--- src/rtl/tick_extender.sv ---
module tick_extender #(
  parameter int CNT_W = 32
) (
  input  logic                 clk,
  input  logic                 rst_n,
  input  logic                 tick_en,
  input  logic                 adj_en,
  input  logic [CNT_W-1:0]     adj_val,
  input  logic                 samp_stb,
  input  logic                 rd_req,
  output logic [2*CNT_W-1:0]   ts_out,
  output logic                 ts_vld
);
  localparam int TS_W = 2 * CNT_W;

  logic [CNT_W-1:0] cnt, lo, hi, delta;
  logic [TS_W-1:0]  delta_x, base, sum;

  assign delta   = cnt - lo;
  assign delta_x = {{CNT_W{delta[CNT_W-1]}}, delta};
  assign base    = {hi, lo};
  assign sum     = base + delta_x;

  always_ff @(posedge clk or negedge rst_n)
    if (!rst_n)       cnt <= '0;
    else if (adj_en)  cnt <= adj_val;
    else if (tick_en) cnt <= cnt + 1'b1;

  always_ff @(posedge clk or negedge rst_n)
    if (!rst_n) begin
      lo <= '0;
      hi <= '0;
    end else if (samp_stb) begin
      lo <= cnt;
      if (lo > cnt) hi <= hi + 1'b1;
    end

  always_ff @(posedge clk or negedge rst_n)
    if (!rst_n) begin
      ts_out <= '0;
      ts_vld <= 1'b0;
    end else begin
      ts_vld <= rd_req;
      if (rd_req) ts_out <= sum;
    end

  p_cnt_tick_r2: assert property (@(posedge clk) disable iff (!rst_n)
    (!adj_en && tick_en) |=> cnt == $past(cnt) + 1'b1);
  p_cnt_idle_r2: assert property (@(posedge clk) disable iff (!rst_n)
    (!adj_en && !tick_en) |=> $stable(cnt));
  p_cnt_load_r3: assert property (@(posedge clk) disable iff (!rst_n)
    adj_en |=> cnt == $past(adj_val));
  p_hi_step_r4: assert property (@(posedge clk) disable iff (!rst_n)
    samp_stb |=> (hi == $past(hi) || hi == $past(hi) + 1'b1));
  p_lo_capture_r5: assert property (@(posedge clk) disable iff (!rst_n)
    samp_stb |=> lo == $past(cnt));
  p_words_hold_r5: assert property (@(posedge clk) disable iff (!rst_n)
    !samp_stb |=> ($stable(hi) && $stable(lo)));
  p_vld_pulse_r9: assert property (@(posedge clk) disable iff (!rst_n)
    rd_req |=> ts_vld);
  p_vld_quiet_r9: assert property (@(posedge clk) disable iff (!rst_n)
    !rd_req |=> (!ts_vld && $stable(ts_out)));
endmodule

--- config.mk ---
export PLATFORM = sky130hd
export DESIGN_NAME = tick_extender
export DESIGN_NICKNAME = d
export VERILOG_FILES = /design/src/rtl/tick_extender.sv
export SDC_FILE = /design/constraint.sdc
export NUM_CORES = 1
export LEC_CHECK = 0
export CAP_MARGIN = 0
export CORE_MARGIN = 1.5
export CORE_UTILIZATION = 60
export DETAILED_ROUTE_END_ITERATION = 16
export PLACE_DENSITY = 0.89
export SLEW_MARGIN = 10
export SYNTH_ARGS = -nofsm -noshare
export SYNTH_HDL_FRONTEND = slang
export SYNTH_SLANG_ARGS = --single-unit
--- constraint.sdc ---
create_clock -name clk -period 8.3 [get_ports clk]
set_clock_uncertainty 0.2 [all_clocks]
set_input_delay 1.245 -clock clk [delete_from_list [all_inputs] [get_ports clk]]
set_output_delay 1.245 -clock clk [all_outputs]
set_load 0.02 [all_outputs]
# Yosys cells after proc, flatten, opt, wreduce, memory -nomap -nowiden
# Cells that the tools add are included.
word_totals:
  output_inout_bits: 65
  register_bits: 161
  elab_cells: 14
  in_bits: 38
op_classes:
  n_reduce_logical: 2
  order_cmp: 1
  add_sub_neg: 4
  n_mux: 2
ops:
  columns: ["op", "n"]
  rows:
  - ["adder 32 x 1 -> 32 bit, second input constant", 2]
  - ["adder 64 bit", 1]
  - ["2-to-1 mux 32 bit", 2]
  - ["> comparator 32 bit", 1]
  - ["subtractor 32 bit", 1]
  - ["AND reduction 2 bit", 1]
  - ["nonzero test 2 bit", 1]

# Longest topological paths before layout
depth:
  depth_word: 3
  ltp_mapped: 25
  mapped_depth_nobuf: 24

# Least setup slack after synthesis
# OpenSTA, ideal clock, no wires.
synth_timing:
  path_type: "reg-to-reg"
  startpoint: "reg cnt[2]"
  endpoint: "reg ts_out[63]"
  n_path_buf: 1
  path_slack_ns: 1.872
  setup_ns: 0.137
  path_stages_with_launch: 22
  required_ns: 7.963
  period_less_slack_ns: 6.428
  t_arrival_ns: 6.091
  path_cell_list: "dfrtp_1 ha_1 o211ai_1 a21oi_1 a2111oi_0 o31ai_2 a21bo_2 a21oi_1 a21oi_1 xor2_1 ha_1 clkbuf_1 a21oi_1 o21ai_1 a21oi_1 o21ai_0 a32o_1 or4_1 o21ba_2 a211o_1 xnor3_1 a21oi_1"
synth_via:
  elab_chain_len: 2
synth_lines:
  columns: ["element", "line", "rtl"]
  rows:
  - ["start, declared", "16", "logic [CNT_W-1:0] cnt, lo, hi, delta;"]
  - ["start signal, assigned", "26", "else if (adj_en) cnt <= adj_val;"]
  - ["start signal, assigned", "27", "else if (tick_en) cnt <= cnt + 1'b1;"]
  - ["subtractor 32 bit", "19", "assign delta = cnt - lo;"]
  - ["adder 64 bit", "22", "assign sum = base + delta_x;"]
  - ["end signal, assigned", "44", "if (rd_req) ts_out <= sum;"]
  - ["end, declared", "11", "output logic [2*CNT_W-1:0] ts_out,"]
# Every way passes these cells.
# A chain may end at the register's enable or synchronous reset.

# Final worst setup path
layout_timing:
  startpoint: "reg cnt[0]"
  endpoint: "reg ts_out[49]"
# The elaborated chain is that of the path after synthesis.

==> metrics.md <==
| Metric | Value |
|---|---|
| Diode count | `0` |
| Sequential-to-total area share from yosys stat | `0.335` |
| Synth top area cells | `sky130_fd_sc_hd__dfrtp_1 (33%), sky130_fd_sc_hd__ha_1 (11%), sky130_fd_sc_hd__xnor2_1 (6.8%)` |
| Multi-input gate area | `7540 sq um` |
| Post-Synth Adder-Cell Area | `0.110` |
| Relative slew slack | `0.337` |
| Power density relative to cell area | `340 nW/um^2` |
| R2r worst-path depth | `23` |
| Total track usage | `0.283` |
| Critical path, cell by cell | `inv_1, ha_1, fa_1, nor2b_1, o21ai_0, a21boi_0, o21ai_1, a21oi_1, o2111ai_1, a21oi_1, o21ai_0, and2_1, xnor2_1, ha_1, nand4_1, or3_1, nor4_1, a21oi_1, and2_1, o41ai_2, a21oi_1, xnor2_1, mux2_2` |
| Overall routed net length | `28500 um` |
| Pin count of the biggest net entering global routing | `86` |
| Final Worst Setup Slack | `2.07 ns` |
| CP bufs+invs | `1` |
| Final #Nets | `1586` |
| Critical Path Source Type | `register` |
| I/O pins | `103` |
| Remaining antenna violation count after routing | `0` |
| Largest delay contributor family on the critical path | `compound AO/OA/AOI/OAI gates` |
| Run status | `finished clean` |
| Cell with the largest stage delay on the worst path | `sky130_fd_sc_hd__fa_1` |
| Tmin final | `6.23 ns` |
| Setup Buffers After CTS | `0` |
| Synthesized-area fraction occupied by ao, oa, aoi and oai cells | `0.187` |
| Type of the worst setup path | `reg -> reg` |
| Starting density of the core | `0.614` |
| Mux share of post-synthesis cell area | `0.0577` |
| Area Growth Syn to Fin | `14.4%` |
| Static leakage | `6.26 nW` |
| Worst slew pin tran | `0.994 ns` |
| Synthesized-area fraction occupied by and/or/nand/nor cells | `0.160` |
| Hold violation count in the final report | `0` |
| Post-cts repair resize count | `0` |
| Synth area leader | `sky130_fd_sc_hd__dfrtp_1` |
| Dominant combinational cell family by area after synthesis | `compound AO/OA/AOI/OAI gates` |
| Most common cell after layout, fill and taps aside | `sky130_fd_sc_hd__nand2_1` |
| Layout cells sized above 1 | `0.0784` |
| Commonest non-fill, non-tap cells in the layout | `sky130_fd_sc_hd__nand2_1 (167), sky130_fd_sc_hd__dfrtp_1 (161), sky130_fd_sc_hd__o21ai_0 (106)` |
| Count of synthesis-stage warnings from yosys | `0` |
| Comb pwr share | `0.584` |
| Number of rows created at floorplan | `51` |
| Number of levels the H-tree was split into | `4` |
| Cell internal pwr | `2.66 mW` |
| Via/cell ratio | `5.94` |
| Worst endpoint required time | `8.40 ns` |
| Async set-reset flop share out of synthesis | `1.00` |
| Max-slew violation count | `0` |
| CP max FO | `6` |
| Clk pwr share | `0.168` |
| Number of distinct library cells after synthesis | `69` |
| Die area | `20900 sq um` |
| Maximum cell stage delay along the critical path | `0.49 ns` |
| P_sw | `2.02 mW` |
| Via count of the first global-routing pass | `9738` |
| Synth Flop Type | `sky130_fd_sc_hd__dfrtp_1` |
| Crit path top cell by count | `sky130_fd_sc_hd__a21oi_1` |
| Vias post-DR | `10215` |
| Latest clock arrival within the worst-skew pair | `0.43 ns` |
| Final period utilization | `0.751` |
| Met3 Wirelength | `1540 um` |
| Post-synthesis instance area | `12000 sq um` |
| Max Used Layer | `met4` |
| Final-report setup violation count | `0` |
| Post-Route Setup TNS | `0 ns` |
| Hold Path Cell Cnt | `1` |
| DRC marker count from the first detailed-route iteration | `800` |
| DR WL/cell | `16.6 um` |
| WP depth | `23` |
| Number of fill cells | `1494` |
| Post-Syn Instances | `1376` |
| DRC | `0` |
| Clock Tree Buf Depth | `2` |
| Placed wire-length estimate after detailed placement | `21300 um` |
| CTS Root Buffer Type | `sky130_fd_sc_hd__clkbuf_16` |
| Data arrival, critical path | `6.34 ns` |
| Net switching share of the total power | `0.431` |
| Met2 wire length | `13400 um` |
| Post-synthesis average cell area | `8.74 sq um` |
| Gpl congestion | `0.918` |
| Synthesized Nets | `1519` |
| Overall die height | `145 um` |
| Met1 wire length | `13100 um` |
| Max-cap viol count | `0` |
| Number of input and output port buffers inserted | `102` |
| Area share of the leading cell type in the synthesized netlist | `0.335` |
| Number of instances in the placed design | `1689` |
| Antenna violations before repair | `0` |
| Post-synth EDFFs | `0` |
| Worst-case vdd ir drop | `0.000184 V` |
| RSZ-0062 raised after global routing | `no` |
| #FFs+latches synth | `161` |
| Worst slack at placement | `2.18 ns` |
| Detailed-routing iteration count for the pre-antenna-repair pass | `7` |
| Reg power frac | `0.247` |
| Xor and xnor area share after synthesis | `0.111` |
| Achievable frequency | `0.160 GHz` |
| CTS Hold Bufs | `0` |
| Sinks on the clock net | `161` |
| Core Footprint | `19600 sq um` |
| Floorplan die width | `145 um` |
| Seq. cell area | `4030 sq um` |
| Total overflow reported by the global router | `0` |
| Clock transition at the registers of the reported paths | `0.06 ns` |
| Global-route wire length before repair | `47300 um` |
| Post-Layout Cell Count | `1719` |
| Type of element capturing the critical path | `register` |
| TritonCTS buffer count | `17` |
| Clock tree from TritonCTS | `yes` |
| Class of the tightest hold or removal check | `reg -> reg` |
==> cells in the mapped netlist (6+ instances only) <==
cell	number
sky130_fd_sc_hd__a21o_1	43
sky130_fd_sc_hd__a21oi_1	106
sky130_fd_sc_hd__a31oi_1	7
sky130_fd_sc_hd__and2_1	11
sky130_fd_sc_hd__and3_1	26
sky130_fd_sc_hd__and4_1	6
sky130_fd_sc_hd__clkbuf_1	54
sky130_fd_sc_hd__dfrtp_1	161
sky130_fd_sc_hd__ha_1	103
sky130_fd_sc_hd__inv_1	64
sky130_fd_sc_hd__mux2_2	59
sky130_fd_sc_hd__nand2_1	167
sky130_fd_sc_hd__nand2b_1	7
sky130_fd_sc_hd__nand3_1	38
sky130_fd_sc_hd__nand4_1	34
sky130_fd_sc_hd__nor2_1	83
sky130_fd_sc_hd__nor2b_1	9
sky130_fd_sc_hd__nor3_1	19
sky130_fd_sc_hd__o21a_1	7
sky130_fd_sc_hd__o21ai_0	106
sky130_fd_sc_hd__o21ai_1	8
sky130_fd_sc_hd__o21bai_1	17
sky130_fd_sc_hd__o31ai_1	7
sky130_fd_sc_hd__xnor2_1	94
sky130_fd_sc_hd__xor2_1	56
==> cells by family after synthesis <==
| family | after synthesis |
|---|---|
| adder cells (fa/ha/maj) | 105 |
| multiplexers | 62 |
| flip-flops | 161 |
| AND/OR/NAND/NOR | 414 |
| buffers and inverters | 122 |
| AO/OA/AOI/OAI | 361 |
| XOR/XNOR | 151 |
==> flip-flops by register name (all words and copies together) (netlist names) <==
| name | flops |
|---|---|
| cnt | 32 |
| lo | 32 |
| ts_vld | 1 |
| ts_out | 64 |
| hi | 32 |
==> layer usage <==
layer,vias to the layer above,track usage
met5,-,0
met3,42,0.0437
li1,5004,-
met2,325,0.473
met4,0,0.0787
met1,4844,0.382
==> through the flow <==
stage          area (sq um)  hold WS (ns)  power, mW  utilization
2_1_floorplan         12000         0.247       3.02            -
3_3_place_gp          13200         0.273       3.78        0.673
3_5_place_dp          13200         0.275       3.85        0.673
4_1_cts               13800         0.297       4.66        0.702
5_1_grt               13800         0.325       5.00        0.702
6_report              13800         0.290       4.68        0.702
==> power groups by stage <==
stage | clock, mW | sequential [mW] | combinational, mW
after floorplan | 0 | 1.33 | 1.69
after global placement | 0 | 1.16 | 2.63
after detailed placement | 0 | 1.17 | 2.69
after CTS | 0.795 | 1.15 | 2.71
after global routing | 0.833 | 1.18 | 2.98
final | 0.788 | 1.16 | 2.74
==> layout make-up <==
| class | count | area share |
|---|---|---|
| Tap cell | 265 | 0.0241 |
| Sequential cell | 161 | 0.293 |
| Clock buffer | 21 | 0.0342 |
| Inverter | 64 | 0.0175 |
| Multi-Input combinational cell | 1093 | 0.548 |
| Clock inverter | 9 | 0.00782 |
| Timing Repair Buffer | 106 | 0.0754 |
==> final timing paths <==
path | end | start | slack [ns]
worst max register to register | ts_out[49] | cnt[0] | 2.07
min in group asynchronous | ts_out[61] | rst_n | 0.66
worst min register to register | hi[31] | hi[31] | 0.29
max in group asynchronous | ts_out[51] | rst_n | 5.74
worst max-delay path | ts_out[49] | cnt[0] | 2.07
worst min-delay path | hi[31] | hi[31] | 0.29
(Power assumes the default switching activity.)
